===== src/rtl/irq_agg_pkg.sv =====
package irq_agg_pkg;
  localparam int unsigned SRC_N    = 13;
  localparam int unsigned WORD_W   = 16;
  localparam int unsigned LVL_W    = 4;
  localparam int unsigned OFS_W    = 6;
  localparam logic [LVL_W-1:0] LVL_NONE = 4'hF;

  // Fixed word bit carried by each priority level (level == source index).
  function automatic logic [3:0] src_bit(input logic [3:0] lvl);
    case (lvl)
      4'd0:    return 4'd11;
      4'd1:    return 4'd9;
      4'd2:    return 4'd8;
      4'd3:    return 4'd12;
      4'd4:    return 4'd10;
      4'd5:    return 4'd6;
      4'd6:    return 4'd5;
      4'd7:    return 4'd4;
      4'd8:    return 4'd7;
      4'd9:    return 4'd14;
      4'd10:   return 4'd13;
      4'd11:   return 4'd0;
      default: return 4'd15;
    endcase
  endfunction

  // Output code for a winning level; the idle level maps to zero.
  function automatic logic [LVL_W-1:0] lvl_code(input logic [LVL_W-1:0] lvl);
    return lvl ^ LVL_NONE;
  endfunction
endpackage


===== src/rtl/irq_agg_regs.sv =====
module irq_agg_regs
  import irq_agg_pkg::*;
#(
  parameter int unsigned AW = OFS_W,
  parameter int unsigned DW = WORD_W,
  parameter logic [DW-1:0] VERSION = 16'h0010
) (
  input  logic          clk,
  input  logic          rst_n,
  input  logic [AW-1:0] addr_i,
  input  logic          we_i,
  input  logic [DW-1:0] wdata_i,
  output logic [DW-1:0] rdata_o,
  output logic [DW-1:0] mask_q_o,
  output logic [DW-1:0] mask_nx_o,
  output logic [DW-1:0] port_o,
  output logic          shutdown_o
);
  localparam logic [AW-1:0] OFS_MASK = AW'(6'h00);
  localparam logic [AW-1:0] OFS_PWR  = AW'(6'h30);
  localparam logic [AW-1:0] OFS_VER  = AW'(6'h32);
  localparam logic [AW-1:0] OFS_PORT = AW'(6'h36);

  logic [DW-1:0] mask_q, port_q;
  logic          shut_q;

  // Decoded write events, named for the assertions.
  logic mask_hit, port_hit, pwr_hit, pwr_fire;
  assign mask_hit = we_i && (addr_i == OFS_MASK);
  assign port_hit = we_i && (addr_i == OFS_PORT);
  assign pwr_hit  = we_i && (addr_i == OFS_PWR);
  assign pwr_fire = pwr_hit && wdata_i[0];

  assign mask_nx_o = mask_hit ? wdata_i : mask_q;

  always_ff @(posedge clk or negedge rst_n) begin
    if (!rst_n) begin
      mask_q <= '0;
      port_q <= '0;
      shut_q <= 1'b0;
    end else begin
      mask_q <= mask_nx_o;
      if (port_hit) port_q <= wdata_i;
      shut_q <= pwr_fire;
    end
  end

  always_comb begin
    case (addr_i)
      OFS_MASK: rdata_o = mask_q;
      OFS_PORT: rdata_o = port_q;
      OFS_VER:  rdata_o = VERSION;
      default:  rdata_o = '0;
    endcase
  end

  assign mask_q_o   = mask_q;
  assign port_o     = port_q;
  assign shutdown_o = shut_q;

  AST_SHUTDOWN_CAUSE: assert property (@(posedge clk) disable iff (!rst_n)
    shut_q |-> $past(pwr_hit && wdata_i[0]));
  AST_MASK_HOLD: assert property (@(posedge clk) disable iff (!rst_n)
    !$past(mask_hit) |-> $stable(mask_q));
  AST_PORT_HOLD: assert property (@(posedge clk) disable iff (!rst_n)
    !$past(port_hit) |-> $stable(port_q));
endmodule


===== src/rtl/irq_agg_prio.sv =====
module irq_agg_prio
  import irq_agg_pkg::*;
#(
  parameter int unsigned N_SRC = SRC_N,
  parameter int unsigned DW    = WORD_W
) (
  input  logic             clk,
  input  logic             rst_n,
  input  logic [N_SRC-1:0] src_i,
  input  logic [DW-1:0]    mask_nx_i,
  output logic [LVL_W-1:0] level_o
);
  logic [DW-1:0]    monitor;
  logic [N_SRC-1:0] pend_src;
  logic [N_SRC:0]   lower;
  logic [N_SRC-1:0] win;
  logic [LVL_W-1:0] win_lvl;
  logic [LVL_W-1:0] level_q;

  // Live input states spread into their word positions.
  always_comb begin
    monitor = '0;
    for (int i = 0; i < N_SRC; i++) monitor[src_bit(4'(i))] = src_i[i];
  end

  assign lower[0] = 1'b0;
  for (genvar g = 0; g < N_SRC; g++) begin : g_src
    assign pend_src[g]  = monitor[src_bit(4'(g))] & mask_nx_i[src_bit(4'(g))];
    assign lower[g+1]   = lower[g] | pend_src[g];
    assign win[g]       = pend_src[g] & ~lower[g];
  end

  always_comb begin
    win_lvl = LVL_NONE;
    for (int i = 0; i < N_SRC; i++) if (win[i]) win_lvl = LVL_W'(i);
  end

  always_ff @(posedge clk or negedge rst_n) begin
    if (!rst_n) level_q <= '0;
    else        level_q <= lvl_code(win_lvl);
  end

  assign level_o = level_q;

  AST_IDLE_ZERO: assert property (@(posedge clk) disable iff (!rst_n)
    ($past(pend_src) == '0) |-> (level_q == '0));
  AST_WIN_PENDING: assert property (@(posedge clk) disable iff (!rst_n)
    (level_q != '0) |-> ((($past(pend_src) >> (LVL_NONE ^ level_q)) & N_SRC'(1)) != '0));
  AST_NO_LOWER_PENDING: assert property (@(posedge clk) disable iff (!rst_n)
    (level_q != '0) |->
      (($past(pend_src) & ((N_SRC'(1) << (LVL_NONE ^ level_q)) - N_SRC'(1))) == '0));
endmodule


===== src/rtl/irq_level_agg.sv =====
module irq_level_agg
  import irq_agg_pkg::*;
#(
  parameter int unsigned N_SRC = SRC_N,
  parameter int unsigned DW    = WORD_W,
  parameter int unsigned AW    = OFS_W
) (
  input  logic             clk,
  input  logic             rst_n,
  input  logic [N_SRC-1:0] irq_src,
  input  logic [AW-1:0]    bus_addr,
  input  logic             bus_we,
  input  logic [DW-1:0]    bus_wdata,
  output logic [DW-1:0]    bus_rdata,
  output logic [LVL_W-1:0] irq_level,
  output logic [DW-1:0]    gpo,
  output logic             shutdown_req
);
  logic [DW-1:0] mask_q, mask_nx;

  irq_agg_regs #(.AW(AW), .DW(DW)) u_regs (
    .clk        (clk),
    .rst_n      (rst_n),
    .addr_i     (bus_addr),
    .we_i       (bus_we),
    .wdata_i    (bus_wdata),
    .rdata_o    (bus_rdata),
    .mask_q_o   (mask_q),
    .mask_nx_o  (mask_nx),
    .port_o     (gpo),
    .shutdown_o (shutdown_req)
  );

  irq_agg_prio #(.N_SRC(N_SRC), .DW(DW)) u_prio (
    .clk       (clk),
    .rst_n     (rst_n),
    .src_i     (irq_src),
    .mask_nx_i (mask_nx),
    .level_o   (irq_level)
  );

  AST_LEVEL_MASKED_OFF: assert property (@(posedge clk) disable iff (!rst_n)
    ($past(mask_nx) == '0) |-> (irq_level == '0));
  AST_RESET_VALUES: assert property (@(posedge clk)
    !rst_n |-> (irq_level == '0 && gpo == '0 && !shutdown_req && mask_q == '0));
endmodule


===== config.mk =====
export PLATFORM = sky130hd
export DESIGN_NAME = irq_level_agg
export DESIGN_NICKNAME = d
export VERILOG_FILES = /design/src/rtl/irq_agg_pkg.sv /design/src/rtl/irq_agg_regs.sv /design/src/rtl/irq_agg_prio.sv /design/src/rtl/irq_level_agg.sv
export SDC_FILE = /design/constraint.sdc
export NUM_CORES = 1
export LEC_CHECK = 0
export BUFFER_PORTS_ARGS = -buffer_cell sky130_fd_sc_hd__buf_2
export CAP_MARGIN = 20
export CORE_MARGIN = 1.5
export CORE_UTILIZATION = 52
export DETAILED_ROUTE_END_ITERATION = 16
export GPL_TIMING_DRIVEN = 0
export PLACE_DENSITY = 0.83
export SKIP_CTS_REPAIR_TIMING = 1
export SYNTH_ARGS = -nofsm -noshare
export SYNTH_HDL_FRONTEND = slang
export SYNTH_SLANG_ARGS = --single-unit

===== constraint.sdc =====
create_clock -name clk -period 4.2 [get_ports clk]
set_input_delay 0.21 -clock clk [delete_from_list [all_inputs] [get_ports clk]]
set_output_delay 0.21 -clock clk [all_outputs]
set_load 0.01 [all_outputs]

==> flow_metrics.tcl, run 1 <==
set metrics [dict create \
    setup_viol 0 \
    peakVddDrop_v 0.000245 \
    drt_iter0_markers 138 \
    holdWs_ns 0.00276 \
    fin_worst_skew_ns 0.00306 \
    drv_cap 0 \
    path_cells "buf_2, or4_4, nor3_4, buf_2, a22o_1, buf_2" \
    antennaDiodeCount 0 \
    crit_type "in -> out" \
    die_h_um 63.8 \
    ioPinCount 75 \
    die_area_um2 4070 \
    ys_async_sr_fraction 1.00 \
    vias 1644 \
    grt_usage 0.245 \
    route.detailed.drc 0 \
    hold_class "in -> async" \
    wire_per_inst_um 17.2 \
    netlist_instances 149 \
    nets 268 \
    grt_pass1_vias 1607 \
    drt_first_pass_iters 4 \
    post_drt_via_cell_ratio 5.96 \
    p_sw_w 0.000257 \
    multi_input_area_um2 956 \
    slowest_delay_ns 0.60 \
    clock_latency_ns 0.30 \
    num_rows 21 \
    finalHoldViolCount 0 \
    synth_seq_cells 37 \
    yosysSeqAreaShare 0.481 \
    clkSlewWorstSetupHoldPaths_ns 0.07 \
    synth_cell_types 42 \
    max-slew-margin-rel 0.458 \
    leakagePower_nw 1.27 \
    sw_frac_of_total 0.288 \
    crit_path_start_kind "input port" \
    synth_edf_count 0 \
    drive_gt1_frac 0.522 \
    rsz0062_at_grt "no" \
    slowest_stage "or4_4" \
    fillers 269 \
    root_buffer "clkbuf_8" \
    regArea_um2 926 \
    die_w_um 63.8 \
    fin_ws_ns 2.07 \
    htree_num_levels 2 \
    synthFlopType "dfrtp_1" \
    hpwlAfterDp_um 3440 \
    yosys_warnings 0 \
    worstMarginPinSlew_ns 0.813 \
    internal-power_w 0.000637 \
    syn_to_final_growth_pct 26.7 \
    port_buffers 74 \
    numCtsBuffers 5 \
    initial_utilization 0.559 \
    core_um2 3440 \
    grt_pass1_wl_um 7510 \
    routed_wl_um 4730 \
    route.antenna.remaining_nets 0 \
    outcome "completed" \
    clock_power_share 0.282 \
    antenna_found_initial 0 \
    powerDensity_nw_per_um2 367 \
    cp_common_cell "buf_2" \
    cp.required_ns 3.99 \
    syn_nets 187 \
    finalCriticalPeriod_ns 2.13 \
    post-place-ws_ns 2.09 \
    grt_max_degree 38 \
    gp_congestion 0.919 \
    syn-cell-area_um2 1920 \
    tritoncts "done" \
    p_seq_frac 0.497 \
    crit_arrival_ns 1.92 \
    path_max_fanout 10 \
    report.final.slew_viol_count 0 \
    clk_path_buf_depth 2 \
    max_freq_ghz 0.468 \
    combinationalPowerShare 0.221 \
    fin_crit_sh 0.508 \
    cts.sink_count 37 \
    grt-ovfl-total 0 \
    finalSetupTns_ns 0 \
    crit_path_end_kind "primary output" \
    synth.avg_cell_area_um2 12.9 \
]
synth_stat cells (2+ instances only):
cell,number,share of area
a21oi_1,3,0.0078
a221oi_1,2,0.0091
a222oi_1,2,0.010
a22o_1,17,0.077
a22oi_1,4,0.016
a32o_1,2,0.010
a32oi_1,2,0.0091
and3_1,2,0.0065
buf_2,4,0.010
dfrtp_1,37,0.48
inv_1,2,0.0039
mux2_1,10,0.059
mux2_2,20,0.12
mux2_4,2,0.016
nand2_1,10,0.020
nand2_2,2,0.0065
nor3_1,2,0.0052
o211ai_2,2,0.013
power by group through the flow:
stage	logic, W	clock network (W)	registers (W)
finish	0.000198	0.000252	0.000444
global route	0.000215	0.000272	0.000451
CTS	0.000198	0.000255	0.000444
detailed placement	0.000197	0	0.000451
global placement	0.000194	0	0.000448
floorplan	0.0000939	0	0.000462
final timing paths:
| path | startpoint | to | slack, ns | depth (start not counted) |
|---|---|---|---|---|
| setup / recovery | bus_addr[0] | bus_rdata[5] | 2.07 | 6 |
| hold / removal | rst_n | u_regs.port_o[7] | 0.003 | 1 |
| setup reg to reg | u_regs.mask_q_o[12] | u_prio.level_o[1] | 2.70 | 5 |
| hold reg to reg | u_regs.mask_q_o[3] | u_regs.mask_q_o[3] | 0.51 | 1 |
| max in group asynchronous | rst_n | u_regs.mask_q_o[8] | 3.68 | 1 |
| min in group clk | bus_wdata[1] | u_regs.mask_q_o[1] | 0.16 | 2 |
layer usage:
layer / global-route usage / wire [um] / vias up
li1: - / - / 752
met1: 0.325 / 2080 / 816
met2: 0.383 / 2240 / 68
met3: 0.0546 / 331 / 8
met4: 0.111 / 85 / 0
met5: 0 / 0 / -
worst max-delay path: cells and delay by family:
family	cells	cell delay [ns]
AND/OR/NAND/NOR	2	0.94
AO/OA/AOI/OAI	1	0.19
buffers and inverters	3	0.59
registers in the layout (all words and copies together), names as in the netlist:
name and flops:
u_prio.level_o 4, u_regs.mask_q_o 16, u_regs.shutdown_o 1, u_regs.port_o 16
cell usage in the layout (no fill, tap or decap), types with 2 or more instances in the layout:
cell type	netlist	final
a221oi_1	2	2
mux2_2	20	20
nor3_1	2	2
and3_1	2	2
mux2_1	10	10
o211ai_2	2	2
a22oi_1	4	4
a222oi_1	2	2
nand2_2	2	2
a32o_1	2	2
inv_1	2	2
a32oi_1	2	2
buf_2	4	78
a21oi_1	3	3
clkbuf_8	0	6
clkbuf_1	1	2
a22o_1	17	17
mux2_4	2	2
nand2_1	10	10
dfrtp_1	37	37
cells by family (layout without fill, tap and decap cells):
family	Yosys count	in the layout	synth area share
buffers and inverters	8	89	0.0221
AO/OA/AOI/OAI	45	45	0.213
multiplexers	34	34	0.204
AND/OR/NAND/NOR	25	25	0.0806
flip-flops	37	37	0.481
stage by stage:
step,total power [W],utilization,cells,instance area [um^2]
finish,0.000894,0.708,276,2440
global route,0.000938,0.708,276,2440
CTS,0.000896,0.708,276,2440
detailed placement,0.000647,0.683,269,2350
global placement,0.000641,0.683,269,2350
floorplan,0.000556,-,149,1920
area by class of cell:
cell class,count,share of cell area
well taps,46,0.0236
plain buffers,6,0.0144
multi-input cells,104,0.392
clock buffers,7,0.0354
repair buffers,74,0.152
flip-flops and latches,37,0.380
inverters,2,0.00308
Power figures use the tool's default switching activity.
==> inputs of run 2 (changes only) <==
Settings changed: CORE_UTILIZATION 52 to 44, PLACE_DENSITY 0.83 to 0.75.
Clock period 4.2 ns to 1.95 ns, I/O delays scaled along.
==> flow_metrics.tcl, run 2 (synthesis gave the netlist of run 1 again) <==
set metrics [dict create \
    outcome "completed" \
    root_buffer "clkbuf_8" \
    drt_iter0_markers 84 \
    fin_area_um2 2450 \
    die_w_um 69.1 \
    nets 269 \
    crit_type "in -> out" \
    post_drt_via_cell_ratio 5.79 \
    fin_crit_sh 0.946 \
    die_h_um 69.1 \
    tritoncts "done" \
    grt_pass1_wl_um 7810 \
    min_to "u_regs.port_o[1]" \
    drv_cap 0 \
    vias 1632 \
    grt_usage 0.209 \
    fillers 349 \
    core_um2 4120 \
    ioPinCount 75 \
    final_common_cell "buf_2" \
    finalCriticalPeriod_ns 1.84 \
    finalHoldViolCount 0 \
    cts.sink_count 37 \
    crit_arrival_ns 1.75 \
    crit_path_start_kind "input port" \
    crit_path_end_kind "primary output" \
    max_freq_ghz 0.542 \
    syn_to_final_growth_pct 27.4 \
    finalSetupTns_ns 0 \
    routed_wl_um 4870 \
    grt-ovfl-total 0 \
    hold_depth 2 \
    grt_max_degree 38 \
    grt_pass1_vias 1595 \
    fin_util 0.596 \
    hp-start "bus_wdata[1]" \
    route.antenna.remaining_nets 0 \
    leakagePower_nw 1.28 \
    rr_worst_depth 5 \
    route.detailed.drc 0 \
    num_rows 23 \
    holdWs_ns 0.0463 \
    max-slew-margin-rel 0.459 \
    cp.required_ns 1.85 \
    wire_per_inst_um 17.3 \
    antennaDiodeCount 0 \
    clk_path_buf_depth 2 \
    hpwlAfterDp_um 3660 \
    reg2reg_from "u_regs.mask_q_o[12]" \
    layout_common_cells "buf_2 (77), dfrtp_1 (37), mux2_2 (20)" \
    clkSlewWorstSetupHoldPaths_ns 0.07 \
    numCtsBuffers 5 \
    die_area_um2 4780 \
    antenna_found_initial 0 \
    port_buffers 74 \
    setup_viol 0 \
    peakVddDrop_v 0.000640 \
    r2r_end "u_prio.level_o[1]" \
    hold_class "in -> reg" \
    place_area_um2 2360 \
    fin_worst_skew_ns 0.00590 \
    gp_congestion 0.892 \
    path_max_fanout 10 \
    initial_utilization 0.468 \
    r2r_slack_ns 0.42 \
    htree_num_levels 2 \
    powerDensity_nw_per_um2 775 \
    drt_first_pass_iters 5 \
    clock_latency_ns 0.29 \
    worstMarginPinSlew_ns 0.812 \
    report.final.slew_viol_count 0 \
    rsz0062_at_grt "no" \
    drive_gt1_frac 0.522 \
]
run 2: stage by stage:
stage,total power [W],setup WS [ns],cells
2_1_floorplan,0.00120,0.465,149
6_report,0.00190,0.105,282
3_5_place_dp,0.00140,0.0675,273
5_1_grt,0.00200,0.0269,282
3_3_place_gp,0.00138,0.0386,273
4_1_cts,0.00192,0.0658,281
run 2: worst max path at each step:
stage / slack, ns / depth (start not counted) / from / to
floorplan: 0.46 / 5 / bus_addr[0] / u_prio.level_o[0]
CTS: 0.07 / 6 / bus_addr[0] / bus_rdata[6]
finish: 0.11 / 6 / bus_addr[0] / bus_rdata[9]
global route: 0.03 / 6 / bus_addr[0] / bus_rdata[6]
global placement: 0.04 / 6 / bus_addr[0] / bus_rdata[9]
detailed placement: 0.07 / 6 / bus_addr[0] / bus_rdata[9]
run 2: layout make-up:
cell class | count | area (um^2) | area share
clock buffer | 6 | 72.6 | 0.0296
tap | 50 | 62.6 | 0.0255
inverter | 2 | 7.51 | 0.00306
buffer | 6 | 37.5 | 0.0153
timing repair buffer | 75 | 380 | 0.155
clock inverter | 2 | 10.0 | 0.00408
multi-input combinational | 104 | 956 | 0.390
sequential | 37 | 926 | 0.378
run 2: power breakdown:
part | internal (W) | switching (W)
Combinational | 0.000210 | 0.000219
Clock | 0.000247 | 0.000268
Sequential | 0.000883 | 0.0000738
run 2: critical path: stages:
cell	delay [ns]
buf_2	0.12
or4_4	0.60
nor3_4	0.33
clkbuf_4	0.31
a22o_1	0.17
buf_2	0.13
run 2: metal layers:
metal	share of wire	vias to the layer above	global-route usage	routed length, um
li1	-	761	-	-
met1	0.43	798	0.270	2100
met2	0.48	69	0.324	2340
met3	0.081	4	0.0643	395
met4	0.0076	0	0.0871	37
met5	0	-	0	0
